File: src/rtl/cdr_pkg.sv
package cdr_pkg;
  typedef enum logic [2:0] {
    OP_NONE,
    OP_SET_CG,
    OP_SET_DD,
    OP_WRITE,
    OP_READ
  } op_e;
endpackage

File: src/rtl/cdr_sync.sv
module cdr_sync #(
  parameter int W      = 10,
  parameter int STAGES = 2
) (
  input  logic         clk_i,
  input  logic         rst_ni,
  input  logic         en_i,
  input  logic [W-1:0] bus_i,
  output logic         fall_o,
  output logic [W-1:0] bus_o
);
  logic [STAGES:0] en_q;
  logic [W-1:0]    bus_q [STAGES];

  always_ff @(posedge clk_i or negedge rst_ni) begin
    if (!rst_ni) begin
      en_q     <= '0;
      bus_q[0] <= '0;
    end else begin
      en_q     <= {en_q[STAGES-1:0], en_i};
      bus_q[0] <= bus_i;
    end
  end

  for (genvar k = 1; k < STAGES; k++) begin : g_stage
    always_ff @(posedge clk_i or negedge rst_ni) begin
      if (!rst_ni) bus_q[k] <= '0;
      else         bus_q[k] <= bus_q[k-1];
    end
  end

  assign fall_o = en_q[STAGES] & ~en_q[STAGES-1];
  assign bus_o  = bus_q[STAGES-1];
endmodule

File: src/rtl/cdr_decode.sv
module cdr_decode #(
  parameter int DW = 8
) (
  input  logic          rs_i,
  input  logic          rw_i,
  input  logic [DW-1:0] db_i,
  output cdr_pkg::op_e  op_o
);
  import cdr_pkg::*;
  always_comb begin
    unique case ({rs_i, rw_i})
      2'b00:   op_o = db_i[DW-1] ? OP_SET_DD : (db_i[DW-2] ? OP_SET_CG : OP_NONE);
      2'b10:   op_o = OP_WRITE;
      2'b11:   op_o = OP_READ;
      default: op_o = OP_NONE; // status read has no internal action
    endcase
  end
endmodule

File: src/rtl/cdr_busy.sv
module cdr_busy #(
  parameter int CYC = 4
) (
  input  logic clk_i,
  input  logic rst_ni,
  input  logic start_i,
  output logic busy_o
);
  localparam int CW = $clog2(CYC + 1);
  logic [CW-1:0] cnt_q;

  always_ff @(posedge clk_i or negedge rst_ni) begin
    if (!rst_ni)            cnt_q <= '0;
    else if (start_i)       cnt_q <= CW'(CYC);
    else if (cnt_q != '0)   cnt_q <= cnt_q - 1'b1;
  end

  assign busy_o = (cnt_q != '0);
endmodule

File: src/rtl/cdisp_ram_access.sv
module cdisp_ram_access #(
  parameter int AW          = 7,
  parameter int DW          = 8,
  parameter int CG_AW       = 6,
  parameter int CG_DW       = 5,
  parameter int BUSY_CYC    = 4,
  parameter int SYNC_STAGES = 2
) (
  input  logic          clk_i,
  input  logic          rst_ni,
  input  logic          rs_i,
  input  logic          rw_i,
  input  logic          en_i,
  input  logic          dir_up_i,
  input  logic [DW-1:0] db_i,
  output logic [DW-1:0] db_o,
  output logic          busy_o
);
  import cdr_pkg::*;
  localparam int DD_DEPTH = 1 << AW;
  localparam int CG_DEPTH = 1 << CG_AW;
  localparam int BW       = DW + 2;

  logic          fall;
  logic [BW-1:0] bus_s;
  logic          rs_s, rw_s;
  logic [DW-1:0] db_s;
  op_e           op;
  logic          exec;

  cdr_sync #(.W(BW), .STAGES(SYNC_STAGES)) u_sync (
    .clk_i, .rst_ni, .en_i,
    .bus_i ({rs_i, rw_i, db_i}),
    .fall_o(fall),
    .bus_o (bus_s)
  );
  assign {rs_s, rw_s, db_s} = bus_s;

  cdr_decode #(.DW(DW)) u_dec (.rs_i(rs_s), .rw_i(rw_s), .db_i(db_s), .op_o(op));

  assign exec = fall & ~busy_o;

  logic [AW-1:0] ac_q, ac_new, ac_step;
  logic [DW-1:0] dr_q, rd_data;
  logic          sel_cg_q, sel_new;

  logic [DW-1:0]    dd_mem [DD_DEPTH];
  logic [CG_DW-1:0] cg_mem [CG_DEPTH];

  assign ac_step = dir_up_i ? ac_q + 1'b1 : ac_q - 1'b1;

  always_comb begin
    ac_new  = ac_q;
    sel_new = sel_cg_q;
    unique case (op)
      OP_SET_CG: begin
        ac_new  = {ac_q[AW-1:CG_AW], db_s[CG_AW-1:0]}; // top bit kept
        sel_new = 1'b1;
      end
      OP_SET_DD: begin
        ac_new  = db_s[AW-1:0];
        sel_new = 1'b0;
      end
      OP_WRITE, OP_READ: ac_new = ac_step;
      default: ;
    endcase
  end

  assign rd_data = sel_new ? {{(DW-CG_DW){1'b0}}, cg_mem[ac_new[CG_AW-1:0]]}
                           : dd_mem[ac_new];

  always_ff @(posedge clk_i or negedge rst_ni) begin
    if (!rst_ni) begin
      ac_q     <= '0;
      dr_q     <= '0;
      sel_cg_q <= 1'b0;
    end else if (exec) begin
      ac_q     <= ac_new;
      sel_cg_q <= sel_new;
      if (op inside {OP_SET_CG, OP_SET_DD, OP_READ}) dr_q <= rd_data;
    end
  end

  always_ff @(posedge clk_i) begin
    if (exec && op == OP_WRITE) begin
      if (sel_cg_q) cg_mem[ac_q[CG_AW-1:0]] <= db_s[CG_DW-1:0];
      else          dd_mem[ac_q]            <= db_s;
    end
  end

  cdr_busy #(.CYC(BUSY_CYC)) u_busy (
    .clk_i, .rst_ni,
    .start_i(exec && (op inside {OP_SET_CG, OP_SET_DD, OP_WRITE})),
    .busy_o
  );

  always_comb begin
    db_o = '0;
    if (en_i && rw_i) db_o = rs_i ? dr_q : DW'({busy_o, ac_q});
  end
endmodule

File: config.mk
export PLATFORM = sky130hd
export DESIGN_NAME = cdisp_ram_access
export DESIGN_NICKNAME = d
export VERILOG_FILES = /design/src/rtl/cdr_pkg.sv /design/src/rtl/cdr_sync.sv /design/src/rtl/cdr_decode.sv /design/src/rtl/cdr_busy.sv /design/src/rtl/cdisp_ram_access.sv
export SDC_FILE = /design/constraint.sdc
export NUM_CORES = 2
export LEC_CHECK = 0
export BUFFER_PORTS_ARGS = -buffer_cell sky130_fd_sc_hd__buf_2
export CAP_MARGIN = 5
export CORE_ASPECT_RATIO = 0.8
export CORE_UTILIZATION = 40
export DETAILED_ROUTE_END_ITERATION = 7
export GPL_TIMING_DRIVEN = 0
export PLACE_DENSITY = 0.59
export REMOVE_ABC_BUFFERS = 1
export SKIP_LAST_GASP = 1
export SLEW_MARGIN = 20
export SYNTH_ARGS = -nofsm -noshare
export SYNTH_HDL_FRONTEND = slang
export SYNTH_SLANG_ARGS = --single-unit
export TNS_END_PERCENT = 30
File: constraint.sdc
create_clock -name clk_i -period 5.48 [get_ports clk_i]
set_input_delay 1.096 -clock clk_i [delete_from_list [all_inputs] [get_ports clk_i]]
set_output_delay 1.096 -clock clk_i [all_outputs]
set_load 0.01 [all_outputs]
* Word level (Yosys, flattened, before mapping)
Memory sizes are Yosys's and may differ from the RTL's.
Cells that the tools add are included.
** Operators by class
- Add/sub/neg operators :: 3
- Equality and inequality tests :: 6
- Multiplexer cells :: 17
- Bitwise logic cells :: 4
- Reductions and logical operators :: 10
** Operator list (number)
- 8-bit two-way mux :: 3
- 7-bit case mux with 3 select lines :: 1
- 3-bit two-way mux :: 3
- 3-bit case mux with 3 select lines :: 1
- 3-bit nonzero test :: 3
- 7-bit by 1-bit adder with 7-bit output (second input constant) :: 1
- 1-bit two-way mux :: 7
- 7-bit two-way mux :: 1
- 7-bit by 1-bit subtractor with 7-bit output (second input constant) :: 1
- 3-bit by 2-bit == test with 1-bit output (second input constant) :: 2
- 2-bit == test (second input constant) :: 2
- 3-bit by 1-bit == test with 1-bit output (second input constant) :: 1
- 3-bit == test (second input constant) :: 1
- 1-bit logical AND :: 3
- 3-bit by 1-bit subtractor with 3-bit output (second input constant) :: 1
- 1-bit AND :: 2
- 2-bit zero test :: 1
- 1-bit NOT :: 2
- 1-bit case mux with 2 select lines :: 1
- 2-bit AND reduction :: 1
- 2-bit nonzero test :: 1
- 2-bit OR reduction :: 1
** Storage, ports and cells
- Register bits :: 42
- Bits in writable memories :: 1344
- Input bits :: 14
- Output and inout port bits :: 9
- Word-level logic and storage cells :: 49
- Memories kept :: 2
** Memories
- dd_mem :: depth 128, width 8, rd ports 1, clocked after memory_dff 0, write ports 1, RTL line cdisp_ram_access.sv:47 : logic [DW-1:0] dd_mem [DD_DEPTH];
- cg_mem :: depth 64, width 5, rd ports 1, clocked after memory_dff 0, write ports 1, RTL line cdisp_ram_access.sv:48 : logic [CG_DW-1:0] cg_mem [CG_DEPTH];

* Longest topological paths before layout
An unclocked memory read counts as a cell.
- Word-level depth :: 8
- Depth in mapped cells :: 16

* Cells and area by module
A second synthesis with hierarchy kept.
** Unflattened totals
- Cells, all modules :: 3978
- Area, all modules :: 56332.8 µm²
** Modules (own cells, without submodules)
- cdisp_ram_access :: instances 1, cells each 3922, area each 55458.2 µm²
- cdr_sync :: instances 1, cells each 34, area each 664.4 µm²
- cdr_busy :: instances 1, cells each 16, area each 177.7 µm²
- cdr_decode :: instances 1, cells each 6, area each 32.5 µm²

* Worst setup path before layout
OpenSTA, ideal clock, no wires.
- Path kind :: register to register
- Start point :: register u_sync.bus_q, in the netlist u_sync.bus_o[0]
- End point :: register dr_q[7]
- Setup time :: 122 ps
- Arrival time :: 5083 ps
- Setup slack :: 275 ps
- Stages on the path, launching flop included :: 10
- Clock period less this slack :: 5205 ps
- Cells stage by stage :: dfrtp_1 -> nor2_1 -> o21ai_4 -> buf_4 -> buf_4 -> mux4_2 -> a211oi_1 -> o21ai_0 -> a211o_1 -> a32o_1
** On the way
- Longest elaborated chain between the ends :: 3
** RTL lines
- from (decl) :: RTL line cdr_sync.sv:13 : logic [W-1:0] bus_q [STAGES];
- from (signal, indexed assignment) :: RTL line cdr_sync.sv:28 : else bus_q[k] <= bus_q[k-1];
- 7-bit case mux with 3 select lines :: RTL line cdisp_ram_access.sv:55 : unique case (op)
- memory 128 x 8 bit
- 8-bit two-way mux :: RTL line cdisp_ram_access.sv:69 : assign rd_data = sel_new ? {{(DW-CG_DW){1'b0}}, cg_mem[ac_new[CG_AW-1:0]]}
- to (signal assigned) :: RTL line cdisp_ram_access.sv:80 : if (op inside {OP_SET_CG, OP_SET_DD, OP_READ}) dr_q <= rd_data;
- to (decl) :: RTL line cdisp_ram_access.sv:44 : logic [DW-1:0] dr_q, rd_data;
Every way passes these cells.
A chain may end at the register's enable or synchronous reset.

* Worst setup path in the final report
- Start point :: register u_sync.bus_q, in the netlist u_sync.bus_o[6]
- End point :: register dr_q[5]
** On the way
- Longest elaborated chain between the ends :: 8
- Elaborated cells between the ends (all ways) :: 14
** RTL lines
- 1-bit two-way mux :: RTL line cdr_decode.sv:12 : 2'b00: op_o = db_i[DW-1] ? OP_SET_DD : (db_i[DW-2] ? OP_SET_CG : OP_NONE);
- 3-bit two-way mux :: RTL line cdr_decode.sv:12
- 3-bit case mux with 3 select lines :: RTL line cdr_decode.sv:11 : unique case ({rs_i, rw_i})
- 3-bit == test or 3-bit by 2-bit == test with 1-bit output (tied branches) :: RTL line cdisp_ram_access.sv:55, cdisp_ram_access.sv:80
- 2-bit OR reduction :: RTL line cdisp_ram_access.sv:55
- 7-bit case mux with 3 select lines :: RTL line cdisp_ram_access.sv:55
- memory 128 x 8 bit
- 8-bit two-way mux :: RTL line cdisp_ram_access.sv:69
Several ways; a longest one is shown, not always the timed one.

==> impl_metrics.py <==
metrics = {
    "status": {
        "outcome": "finished, violations left",
        "violations": "setup timing",
    },
    "drt": {
        "wl_mm": 182.9,
        "wl_per_cell_um": 29.04,
        "drtPass1Iterations": 8,
        "vias": 39170,
        "drtIter0Drc": 5549,
        "vias_per_cell": 6.219,
        "final_antenna_net_count": 0,
        "drc_errors": 0,
    },
    "clock_tree": {
        "cts_tree": "done",
        "numCtsBuffers": 141,
        "clk_pin_slew_ns": 0.06,
        "clock_sinks": 1386,
        "cts-hold-fix-buffers": 0,
        "clk_path_buf_depth": 3,
        "h-tree-depth": 4,
        "root_buffer": "clkbuf_16",
        "clk_latency_ns": 0.80,
    },
    "place": {
        "dp_hpwl_mm": 115.8,
        "dpl_worst_slack_ns": -0.9164,
        "io_buffers": 22,
        "gp_congestion": 0.8291,
    },
    "sta": {
        "hold_slack_ns": 0.3187,
        "relSlewSlack_pct": 19.09,
        "finalWorstSetupSlack_ns": -0.06362,
        "fin_crit_sh_pct": 101.2,
        "setup_violations": 4,
        "rsz0062_at_grt": "yes",
        "hold_viol": 0,
        "setup-tns-final_ns": -0.2010,
        "fmax_mhz": 180.4,
        "fin_skew_ns": 0.02874,
        "post-route-min-period_ns": 5.544,
        "maxSlewViolCount": 0,
        "tightestPinTransition_ns": 1.204,
    },
    "setup_path": {
        "setup.worst_path.start_class": "flip-flop",
        "timing.rr.start": "u_sync.bus_o[6]$_DFF_PN0_",
        "reg2regPathDepth": 13,
        "critical_path_arrival_ns": 6.23,
        "crit_type": "reg2reg",
        "critPathTopFamily": "compound AO/OA/AOI/OAI gates",
        "crit_chain": "buf_12, buf_16, o21ba_4, mux2_4, a21o_4, buf_16, buf_16, nand2_1, a211oi_1, o41ai_1, o31ai_1, a211o_1, a32o_1",
        "reg2reg_to": "dr_q[5]$_DFFE_PN0P_",
        "r2r_setup_slack_ns": -0.06,
        "cpMostUsedCell": "buf_16",
        "slowest_delay_ns": 0.72,
        "critPathMaxFanout": 61,
        "worst-path-buf-inv": 4,
        "worstPathRequired_ns": 6.16,
        "crit_path_end_kind": "flip-flop",
        "critPathSlowestCell": "o41ai_1",
    },
    "yosys": {
        "synth_area_um2": 59830,
        "synth.top_cell.area_share_pct": 67.45,
        "yosysMostFrequentCell": "edfxtp_1",
        "ys_top_cells_by_area": "edfxtp_1 (67%), mux2i_1 (5.6%), nand2_1 (3.2%)",
        "ys_types": 96,
        "async_reset_ff_share_pct": 3.030,
        "synth-edff-count": 1344,
        "yosys.area.top_type": "edfxtp_1",
        "yosys-top-cells-count": "edfxtp_1 (1344), nand2_1 (514), mux2i_1 (332)",
        "ys_ff_latch": 1386,
        "seq_area_frac_synth_pct": 69.21,
        "syn_avg_cell_area_um2": 14.19,
        "synthCells": 4218,
        "yosysWarnings": 0,
        "ys.flop_type": "edfxtp_1",
    },
    "layout": {
        "drive_above_1_share_pct": 13.06,
        "syn2layout_area_growth_pct": 15.35,
        "utilization_pct": 46.62,
        "nets": 4222,
    },
    "global_route": {
        "grt_pass1_vias": 37020,
        "antenna_found_initial": 9,
        "grt_max_degree": 75,
        "grtUsageTotal_pct": 23.98,
        "grt_overflow": 0,
        "grt_pass1_wl_mm": 263.5,
    },
    "floorplanning": {
        "die_h_um": 347.9,
        "ioPinCount": 23,
        "start_util_pct": 40.42,
        "num_rows": 126,
        "core-area_um2": 148000,
        "fp.dieW_um": 434.4,
        "dieArea_um2": 151100,
    },
    "pwr": {
        "power_mw": 35.29,
        "p_sw_share_pct": 37.48,
        "leakage_nw": 22.57,
        "p_comb_share_pct": 38.5,
        "power.share.clock_pct": 27.5,
        "vdd_drop_max_mv": 0.3691,
        "switching_power_mw": 13.23,
        "power_per_cell_area_nw_per_um2": 511.3,
        "p_int_mw": 22.06,
        "seqPwrFrac_pct": 34.0,
    },
    "run": {
        "max_cap_violations": 0,
    },
    "worst_hold_path": {
        "hold_path.class": "in2async",
    },
}
==> cell families (layout without fill, tap and decap cells) <==
group / count (synthesis) / in the layout / share of synthesized area [%]
AO/OA/AOI/OAI: 862 / 863 / 10.75
other: 0 / 2 / 0
multiplexers: 427 / 427 / 8.087
buffers and inverters: 347 / 438 / 2.796
AND/OR/NAND/NOR: 1184 / 1186 / 8.902
XOR/XNOR: 4 / 4 / 0.07112
adder cells (fa/ha/maj): 8 / 8 / 0.1798
flip-flops: 1386 / 1386 / 69.21
==> power by group through the flow <==
| stage | Combinational (mW) | Clock, mW | Sequential (mW) |
|---|---|---|---|
| 5_1_grt | 14.1 | 10.2 | 12.0 |
| 2_1_floorplan | 7.17 | 0 | 12.4 |
| 3_5_place_dp | 13.0 | 0 | 12.2 |
| 3_3_place_gp | 9.77 | 0 | 12.6 |
| 4_1_cts | 13.2 | 9.82 | 12.0 |
| 6_report | 13.6 | 9.71 | 12.0 |
==> layout make-up <==
class                   count  area [um^2]
fillers                 12650        79020
flip-flops and latches   1386        41450
multi-input cells        2488        17100
clock buffers             170         3784
repair buffers            168         3298
well taps                1984         2482
clock inverters            85        825.8
inverters                  15        65.06
diodes                      2        5.005
==> per-layer routing <==
| layer | wire, um | GRT usage (%) | vias up | part of all wire, % |
|---|---|---|---|---|
| met2 | 79770 | 34.88 | 2023 | 44 |
| met3 | 19430 | 5.796 | 323 | 11 |
| met4 | 6017 | 8.336 | 6 | 3.3 |
| met1 | 77640 | 34.87 | 20140 | 42 |
| met5 | 41 | 0 | - | 0.022 |
| li1 | - | - | 16680 | - |
==> stage by stage <==
step                instance area (um^2)  instances
finish                             69010       6298
global route                       69010       6297
CTS                                68840       6284
detailed placement                 64160       6024
global placement                   60810       5892
floorplan                          58220       3886
==> layout by cell type (no fill, tap or decap), types with 15 or more instances in the layout <==
| master | synthesis | routed |
|---|---|---|
| a31oi_1 | 34 | 34 |
| o2111ai_1 | 33 | 33 |
| nand4_1 | 19 | 19 |
| mux2i_1 | 332 | 332 |
| and3_1 | 18 | 17 |
| o21ai_0 | 77 | 76 |
| clkbuf_16 | 0 | 146 |
| buf_12 | 0 | 29 |
| nor3_1 | 36 | 36 |
| o211ai_1 | 38 | 38 |
| buf_2 | 158 | 23 |
| and4_1 | 43 | 43 |
| mux4_2 | 39 | 39 |
| edfxtp_1 | 1344 | 1344 |
| a211oi_1 | 117 | 116 |
| buf_16 | 0 | 85 |
| or3_1 | 19 | 18 |
| a311oi_1 | 30 | 30 |
| clkbuf_1 | 105 | 20 |
| o22ai_1 | 60 | 59 |
| clkinv_2 | 0 | 20 |
| nand2_1 | 514 | 505 |
| nor2_1 | 302 | 291 |
| o221ai_1 | 67 | 67 |
| buf_4 | 32 | 26 |
| a21oi_1 | 125 | 124 |
| a22oi_1 | 28 | 28 |
| mux2_2 | 54 | 54 |
| and2_1 | 45 | 45 |
| a2111oi_0 | 21 | 15 |
| clkinv_1 | 1 | 38 |
| nand3_1 | 133 | 131 |
| a221oi_1 | 95 | 95 |
| dfrtp_1 | 42 | 30 |
==> how the worst max path moves through the flow <==
stage,from,end,cells after the start,slack [ns]
after detailed placement,ac_q[1]$_DFFE_PN0P_,dr_q[2]$_DFFE_PN0P_,13,-0.92
after CTS,u_sync.bus_o[6]$_DFF_PN0_,dr_q[0]$_DFFE_PN0P_,18,-0.12
after global placement,ac_q[0]$_DFFE_PN0P_,dr_q[0]$_DFFE_PN0P_,9,-34.19
final,u_sync.bus_o[6]$_DFF_PN0_,dr_q[5]$_DFFE_PN0P_,13,-0.06
after global routing,u_sync.bus_o[6]$_DFF_PN0_,dr_q[5]$_DFFE_PN0P_,13,-0.1
after floorplan,ac_q[0]$_DFFE_PN0P_,dr_q[0]$_DFFE_PN0P_,9,-17.53
==> sequential cells by signal, summed over array words and instances, names as in the netlist <==
name,count
u_busy.cnt_q,3
u_sync.en_q,3
sel_cg_q,1
dr_q,8
cg_mem,320
ac_q,7
u_sync.bus_q,10
u_sync.bus_o,10
dd_mem,1024
==> what timing repair did <==
item | in CTS | in global routing
pin swaps | 6 | 6
setup buffers | 3 | 10
gates cloned | 2 | 1
endpoints found under the setup margin | 8 | 7
gates resized for setup | 12 | 15
Note: power is estimated with default switching activity, not from simulation.
